### config.mk
export PLATFORM = sky130hd
export DESIGN_NAME = audio_slot_router
export DESIGN_NICKNAME = d
export VERILOG_FILES = /design/src/rtl/aslot_pkg.sv /design/src/rtl/aslot_ctrl.sv /design/src/rtl/aslot_datapath.sv /design/src/rtl/audio_slot_router.sv
export SDC_FILE = /design/constraint.sdc
export NUM_CORES = 2
export LEC_CHECK = 0
export CAP_MARGIN = 20
export CORE_MARGIN = 2
export CORE_UTILIZATION = 25
export CTS_CLUSTER_DIAMETER = 30
export DETAILED_ROUTE_END_ITERATION = 8
export HOLD_SLACK_MARGIN = 0.1
export PLACE_DENSITY_LB_ADDON = 0.15
export SYNTH_ARGS = -nofsm -noshare
export SYNTH_HDL_FRONTEND = slang
export SYNTH_HIERARCHICAL = 1
export SYNTH_SLANG_ARGS = --single-unit
### constraint.sdc
create_clock -name clk -period 2.7 [get_ports clk]
set_input_delay 0.27 -clock clk [delete_from_list [all_inputs] [get_ports clk]]
set_output_delay 0.27 -clock clk [all_outputs]
set_load 0.005 [all_outputs]
### src/rtl/aslot_pkg.sv
package aslot_pkg;
  parameter int NUM_CH = 8;
  parameter int SUB_W  = 32;
  parameter int ID_W   = 4;

  localparam int CH_W  = $clog2(NUM_CH);
  localparam int MAP_W = NUM_CH * CH_W;
  localparam int NBYTE = SUB_W / 8;

  // configuration word layout
  localparam int MASK_LSB    = 0;
  localparam int BLKID_LSB   = 16;
  localparam int ZINACT_BIT  = 24;
  localparam int BITREV_BIT  = 26;
  localparam int BYTEREV_BIT = 27;
  localparam int ZFLAT_BIT   = 29;

  typedef struct packed {
    logic [NUM_CH-1:0] mask;
    logic              zeroInactive;
    logic              bitRev;
    logic              byteRev;
    logic              zeroFlat;
    logic [ID_W-1:0]   blockId;
  } cfg_t;

  typedef struct packed {
    logic capture;     // store the current subframe
    logic sofCapture;  // current subframe opens a frame
    logic emit;        // publish the slot bundle
  } strobe_t;
endpackage

### src/rtl/aslot_ctrl.sv
module aslot_ctrl
  import aslot_pkg::*;
(
  input  logic              clk,
  input  logic              rstN,
  input  logic              wrEn,
  input  logic              wrSel,
  input  logic [SUB_W-1:0]  wrData,
  input  logic              inValid,
  input  logic              inSof,
  input  logic [CH_W-1:0]   inChan,
  output cfg_t              cfg,
  output logic [MAP_W-1:0]  activeMap,
  output strobe_t           strb
);

  function automatic logic [MAP_W-1:0] identityMap();
    logic [MAP_W-1:0] m;
    for (int i = 0; i < NUM_CH; i++) m[i*CH_W +: CH_W] = CH_W'(i);
    return m;
  endfunction

  localparam cfg_t CFG_RST = '{mask: '0, zeroInactive: 1'b0, bitRev: 1'b0,
                               byteRev: 1'b0, zeroFlat: 1'b0, blockId: '1};

  logic [MAP_W-1:0] shadowMap;
  logic [CH_W-1:0]  topChan;
  logic             anyEn;
  logic             emitQ;
  logic             unusedWr;

  assign unusedWr = ^wrData;

  // highest enabled channel closes the frame
  always_comb begin
    topChan = '0;
    for (int i = 0; i < NUM_CH; i++)
      if (cfg.mask[i]) topChan = CH_W'(i);
    anyEn = |cfg.mask;
  end

  always_ff @(posedge clk or negedge rstN) begin
    if (!rstN) begin
      cfg <= CFG_RST;
    end else if (wrEn && !wrSel) begin
      cfg.mask         <= wrData[MASK_LSB +: NUM_CH];
      cfg.blockId      <= wrData[BLKID_LSB +: ID_W];
      cfg.zeroInactive <= wrData[ZINACT_BIT];
      cfg.bitRev       <= wrData[BITREV_BIT];
      cfg.byteRev      <= wrData[BYTEREV_BIT];
      cfg.zeroFlat     <= wrData[ZFLAT_BIT];
    end
  end

  always_ff @(posedge clk or negedge rstN) begin
    if (!rstN) begin
      shadowMap <= identityMap();
      activeMap <= identityMap();
    end else begin
      if (wrEn && wrSel) shadowMap <= wrData[MAP_W-1:0];
      if (inValid && inSof) activeMap <= shadowMap;
    end
  end

  always_ff @(posedge clk or negedge rstN) begin
    if (!rstN) emitQ <= 1'b0;
    else       emitQ <= inValid && anyEn && (inChan == topChan);
  end

  always_comb begin
    strb.capture    = inValid;
    strb.sofCapture = inValid && inSof;
    strb.emit       = emitQ;
  end

endmodule

### src/rtl/aslot_datapath.sv
module aslot_datapath
  import aslot_pkg::*;
(
  input  logic                    clk,
  input  logic                    rstN,
  input  strobe_t                 strb,
  input  cfg_t                    cfg,
  input  logic [MAP_W-1:0]        activeMap,
  input  logic [CH_W-1:0]         inChan,
  input  logic                    inFlat,
  input  logic [SUB_W-1:0]        inData,
  output logic                    outValid,
  output logic                    outBlockStart,
  output logic [NUM_CH*SUB_W-1:0] outSlots
);

  logic [SUB_W-1:0] capQ [NUM_CH];
  logic [SUB_W-1:0] slotNext [NUM_CH];
  logic [SUB_W-1:0] revWord, bitStage, swapWord, capWord;
  logic             blkQ;

  for (genvar b = 0; b < SUB_W; b++) begin : g_rev
    assign revWord[b] = inData[SUB_W-1-b];
  end

  assign bitStage = cfg.bitRev ? revWord : inData;

  for (genvar k = 0; k < NBYTE; k++) begin : g_swap
    assign swapWord[k*8 +: 8] = bitStage[(NBYTE-1-k)*8 +: 8];
  end

  always_comb begin
    if (cfg.zeroFlat && inFlat) capWord = '0;
    else if (cfg.byteRev)       capWord = swapWord;
    else                        capWord = bitStage;
  end

  // later channels overwrite earlier ones on a shared slot
  always_comb begin
    for (int s = 0; s < NUM_CH; s++) begin
      slotNext[s] = '0;
      for (int c = 0; c < NUM_CH; c++)
        if (activeMap[c*CH_W +: CH_W] == CH_W'(s))
          slotNext[s] = (cfg.zeroInactive && !cfg.mask[c]) ? '0 : capQ[c];
    end
  end

  always_ff @(posedge clk or negedge rstN) begin
    if (!rstN) begin
      for (int c = 0; c < NUM_CH; c++) capQ[c] <= '0;
      blkQ <= 1'b0;
    end else begin
      if (strb.capture)    capQ[inChan] <= capWord;
      if (strb.sofCapture) blkQ <= (inData[ID_W-1:0] == cfg.blockId);
    end
  end

  always_ff @(posedge clk or negedge rstN) begin
    if (!rstN) begin
      outValid      <= 1'b0;
      outBlockStart <= 1'b0;
      outSlots      <= '0;
    end else begin
      outValid      <= strb.emit;
      outBlockStart <= strb.emit && blkQ;
      if (strb.emit)
        for (int s = 0; s < NUM_CH; s++) outSlots[s*SUB_W +: SUB_W] <= slotNext[s];
    end
  end

endmodule

### src/rtl/audio_slot_router.sv
module audio_slot_router
  import aslot_pkg::*;
(
  input  logic                    clk,
  input  logic                    rstN,
  input  logic                    wrEn,
  input  logic                    wrSel,
  input  logic [SUB_W-1:0]        wrData,
  input  logic                    inValid,
  input  logic                    inSof,
  input  logic [CH_W-1:0]         inChan,
  input  logic                    inFlat,
  input  logic [SUB_W-1:0]        inData,
  output logic                    outValid,
  output logic                    outBlockStart,
  output logic [NUM_CH*SUB_W-1:0] outSlots
);

  cfg_t             cfgBus;
  logic [MAP_W-1:0] mapBus;
  strobe_t          strbBus;

  aslot_ctrl u_ctrl (
    .clk(clk), .rstN(rstN), .wrEn(wrEn), .wrSel(wrSel), .wrData(wrData),
    .inValid(inValid), .inSof(inSof), .inChan(inChan),
    .cfg(cfgBus), .activeMap(mapBus), .strb(strbBus)
  );

  aslot_datapath u_dp (
    .clk(clk), .rstN(rstN), .strb(strbBus), .cfg(cfgBus), .activeMap(mapBus),
    .inChan(inChan), .inFlat(inFlat), .inData(inData),
    .outValid(outValid), .outBlockStart(outBlockStart), .outSlots(outSlots)
  );

endmodule

==> summary.md <==
| Metric | Value |
|---|---|
| Storage element area | 14,600 um^2 |
| GP Congestion | 0.994 |
| Die Ht | 401 um |
| Gr busiest metal | met2 |
| Setup crit end kind | flip-flop |
| Core area | 156,000 um^2 |
| Area occupied by multi-input gates | 22,800 um^2 |
| Port buffer count | 327 |
| 1st-iter DRT viols | 7,892 |
| Count of final hold-check violations | 0 |
| Reg-to-reg critical path startpoint | u_ctrl/activeMap[3] |
| Layout cells sized above 1 | 0.161 |
| TritonRoute pass-1 iters | 7 |
| IO Count | 332 |
| Number of H-tree levels | 4 |
| Clock Skews | 0.0557 ns |
| Crit path max fanout | 30 |
| Fmax | 367 MHz |
| Global Route Usage Sum | 0.334 |
| EDFF count, synth | 0 |
| #FFs+latches synth | 580 |
| Mapped Area | 39,400 um^2 |
| Hold wc startpoint | wrData[10] |
| Count of pins over their slew limit | 0 |
| Mean post-synth cell area | 8.10 um^2 |
| FP Rows | 145 |
| Top FF cell, synth | dfrtp_1 |
| Top cell type's share of synthesized area | 0.351 |
| M2 GR Usage | 0.475 |
| Sequential area share after synthesis | 0.369 |
| HPWL after DPL | 179 mm |
| DR vias | 48,700 |
| Grt ovf | 0 |
| Count of cell types in the netlist | 65 |
| Met1 global-route usage | 0.422 |
| Ys async rst share | 1.00 |
| R2R cell count | 6 |
| Startpoint Class | flip-flop |
| First-pass GRT wire length | 378 mm |
| Area post-placement | 47,100 um^2 |
| Final nets | 5,231 |
| Routed WL per cell | 37.9 um |
| Critical path class | reg -> reg |
| HP Class | in -> reg |
| Area leader, netlist | dfrtp_1 |
| Starting density of the core | 0.252 |
| Unrepaired setup endpoints after global routing | false |
| Clock sink total | 580 |
| Clock slew at reported path FFs | 0.04 ns |
| Slew HR | 0.182 |
| Pwr dens | 1230 nW/um^2 |
| CP Data Arrival Time | 3.42 ns |
| Synth area leaders | dfrtp_1, o221ai_1, nand2_1 |
| Outcome | finished with violations |
| Final worst setup slack | -0.0251 ns |
| Max-Cap Viols | 0 |
| Post-route cell area | 53,800 um^2 |
| Failing checks | setup timing |
| Setup_tns | -0.0251 ns |
| Largest net degree at the start of global routing | 81 |
| Number of global-route vias before repair | 46,800 |
| Post-CTS Setup Inserts | 0 |
| Via/cell ratio | 6.60 |
| Met3 Usage GRT | 0.124 |
| Post-layout util | 0.344 |
| Full die area | 161,000 um^2 |
| Post-route DRC violation count | 0 |
| Syn Nets | 4,936 |
| Ys Warns | 6 |
| Max Root-Sink Buffers | 3 |
| Slew @ Worst Pin | 1.22 ns |
| Area Growth Syn to Fin | 36.7% |
| Final ANT Viol Nets | 0 |
| Root Buffer | clkbuf_16 |
| Period Utilization, post-route | 1.01 |
| Leakage power | 20.2 nW |
| Syn Inst Count | 4,862 |
| Num CTS Buffers | 180 |
| Critical Path RT | 3.39 ns |
| Routed WL | 279 mm |
| CTS tree | yes |
| Worst Setup SP | u_ctrl/activeMap[3] |
| Worst vdd ir | 0.677 mV |
| Die width | 401 um |
| Initial antenna violation count | 15 |
| Later-pin clock latency in the skew report | 0.84 ns |
| Hold Path Cell Cnt | 2 |
| Min Tclk post-route | 2.73 ns |
| Fillers | 16,400 |
| Final setup fails | 1 |
==> metrics by stage <==
step,instances,hold WS [ns],power (W),setup slack (ns)
2_1_floorplan,4862,-0.0256,0.0262,0.474
3_3_place_gp,7015,0.297,0.0426,-0.124
3_5_place_dp,7017,0.303,0.0427,-0.0915
4_1_cts,7366,0.104,0.0653,0.0134
5_1_grt,7368,0.121,0.0682,0.00866
6_report,7371,0.128,0.0664,-0.0251
==> path summary, 6_finish.rpt <==
check / end / slack, ns
worst max-delay path: u_dp/outSlots[42] / -0.03
worst min-delay path: u_ctrl/shadowMap[10] / 0.13
worst max register to register: u_dp/outSlots[42] / -0.03
worst min register to register: u_dp/capQ[176] / 0.48
max in group asynchronous: u_ctrl/activeMap[20] / 1.90
min in group asynchronous: u_ctrl/activeMap[17] / 0.28
==> flip-flops by register name (all words and copies together) (netlist names) <==
signal	count
u_dp/outValid	1
u_ctrl/cfg	16
u_dp/blkQ	1
u_dp/outSlots	256
u_ctrl/shadowMap	24
u_ctrl/emitQ	1
u_dp/outBlockStart	1
u_dp/capQ	256
u_ctrl/activeMap	24
==> layer usage <==
layer,wire (um),up-vias
li1,-,19500
met1,108000,23800
met2,114000,4180
met3,36400,1198
met4,21100,10
met5,149,-
==> cells in the mapped netlist, drive strengths merged, types with 3 or more instances <==
library cell / count
a2111oi: 60
a211oi: 179
a21oi: 415
a221o: 66
a221oi: 257
a311oi: 26
a31oi: 130
and2: 35
and3: 5
and3b: 13
buf: 88
clkbuf: 484
dfrtp: 552
dfstp: 28
inv: 6
mux2: 64
mux4: 32
nand2: 623
nand2b: 74
nand3: 187
nand3b: 20
nand4: 48
nand4b: 4
nor2: 482
nor2b: 48
nor3: 106
nor3b: 15
nor4: 6
o2111ai: 5
o211ai: 41
o21ai: 283
o221ai: 332
o22ai: 72
o311ai: 4
o31a: 29
o31ai: 3
or3: 6
or3b: 11
xor2: 5
==> cell usage in the layout, fill, tap and decap left out, types with 179 or more instances in the layout <==
cell type        instances
clkdlybuf4s50_1        326
buf_4                  238
o21ai_0                282
nor2_1                 467
a221oi_1               257
a211oi_1               179
a21oi_1                414
o221ai_1               332
clkbuf_16              181
nand2_1                618
dfrtp_1                548
nand3_1                181
==> repair_timing <==
item                                    CTS  global route
hold buffers                             16             0
pin swaps                                 0             0
resized for setup                         3             5
endpoints found under the hold margin   569             0
endpoints found under the setup margin    3             5
==> layout make-up <==
class | instances | area share
Antenna cell | 5 | 0.000232
Clock buffer | 242 | 0.0947
Clock inverter | 91 | 0.0261
Inverter | 6 | 0.000418
Multi-Input combinational cell | 3704 | 0.424
Sequential cell | 580 | 0.270
Tap cell | 2058 | 0.0478
Timing Repair Buffer | 685 | 0.136
==> kinds of logic (layout without fill, tap and decap cells) <==
logic type / Yosys count / count (layout) / synth area share
XOR/XNOR: 6 / 6 / 0.00133
AO/OA/AOI/OAI: 1914 / 1914 / 0.342
flip-flops: 580 / 580 / 0.369
multiplexers: 96 / 96 / 0.0366
AND/OR/NAND/NOR: 1688 / 1688 / 0.193
other: 0 / 5 / 0
buffers and inverters: 578 / 1024 / 0.0579
==> worst max-delay path: stages (launching register included) <==
cell,delay [ns]
dfstp_2,0.52
or3b_4,0.39
and3_4,0.41
a221o_1,0.40
a2111oi_0,0.62
buf_4,0.21
a211oi_1,0.04
==> power breakdown <==
| part | internal [W] | leakage (nW) | total (W) | switching, W |
|---|---|---|---|---|
| logic | 0.0102 | 9.96 | 0.0282 | 0.0180 |
| registers | 0.0119 | 7.06 | 0.0158 | 0.00394 |
| clock network | 0.0156 | 3.16 | 0.0224 | 0.00682 |
(Power assumes the default switching activity.)
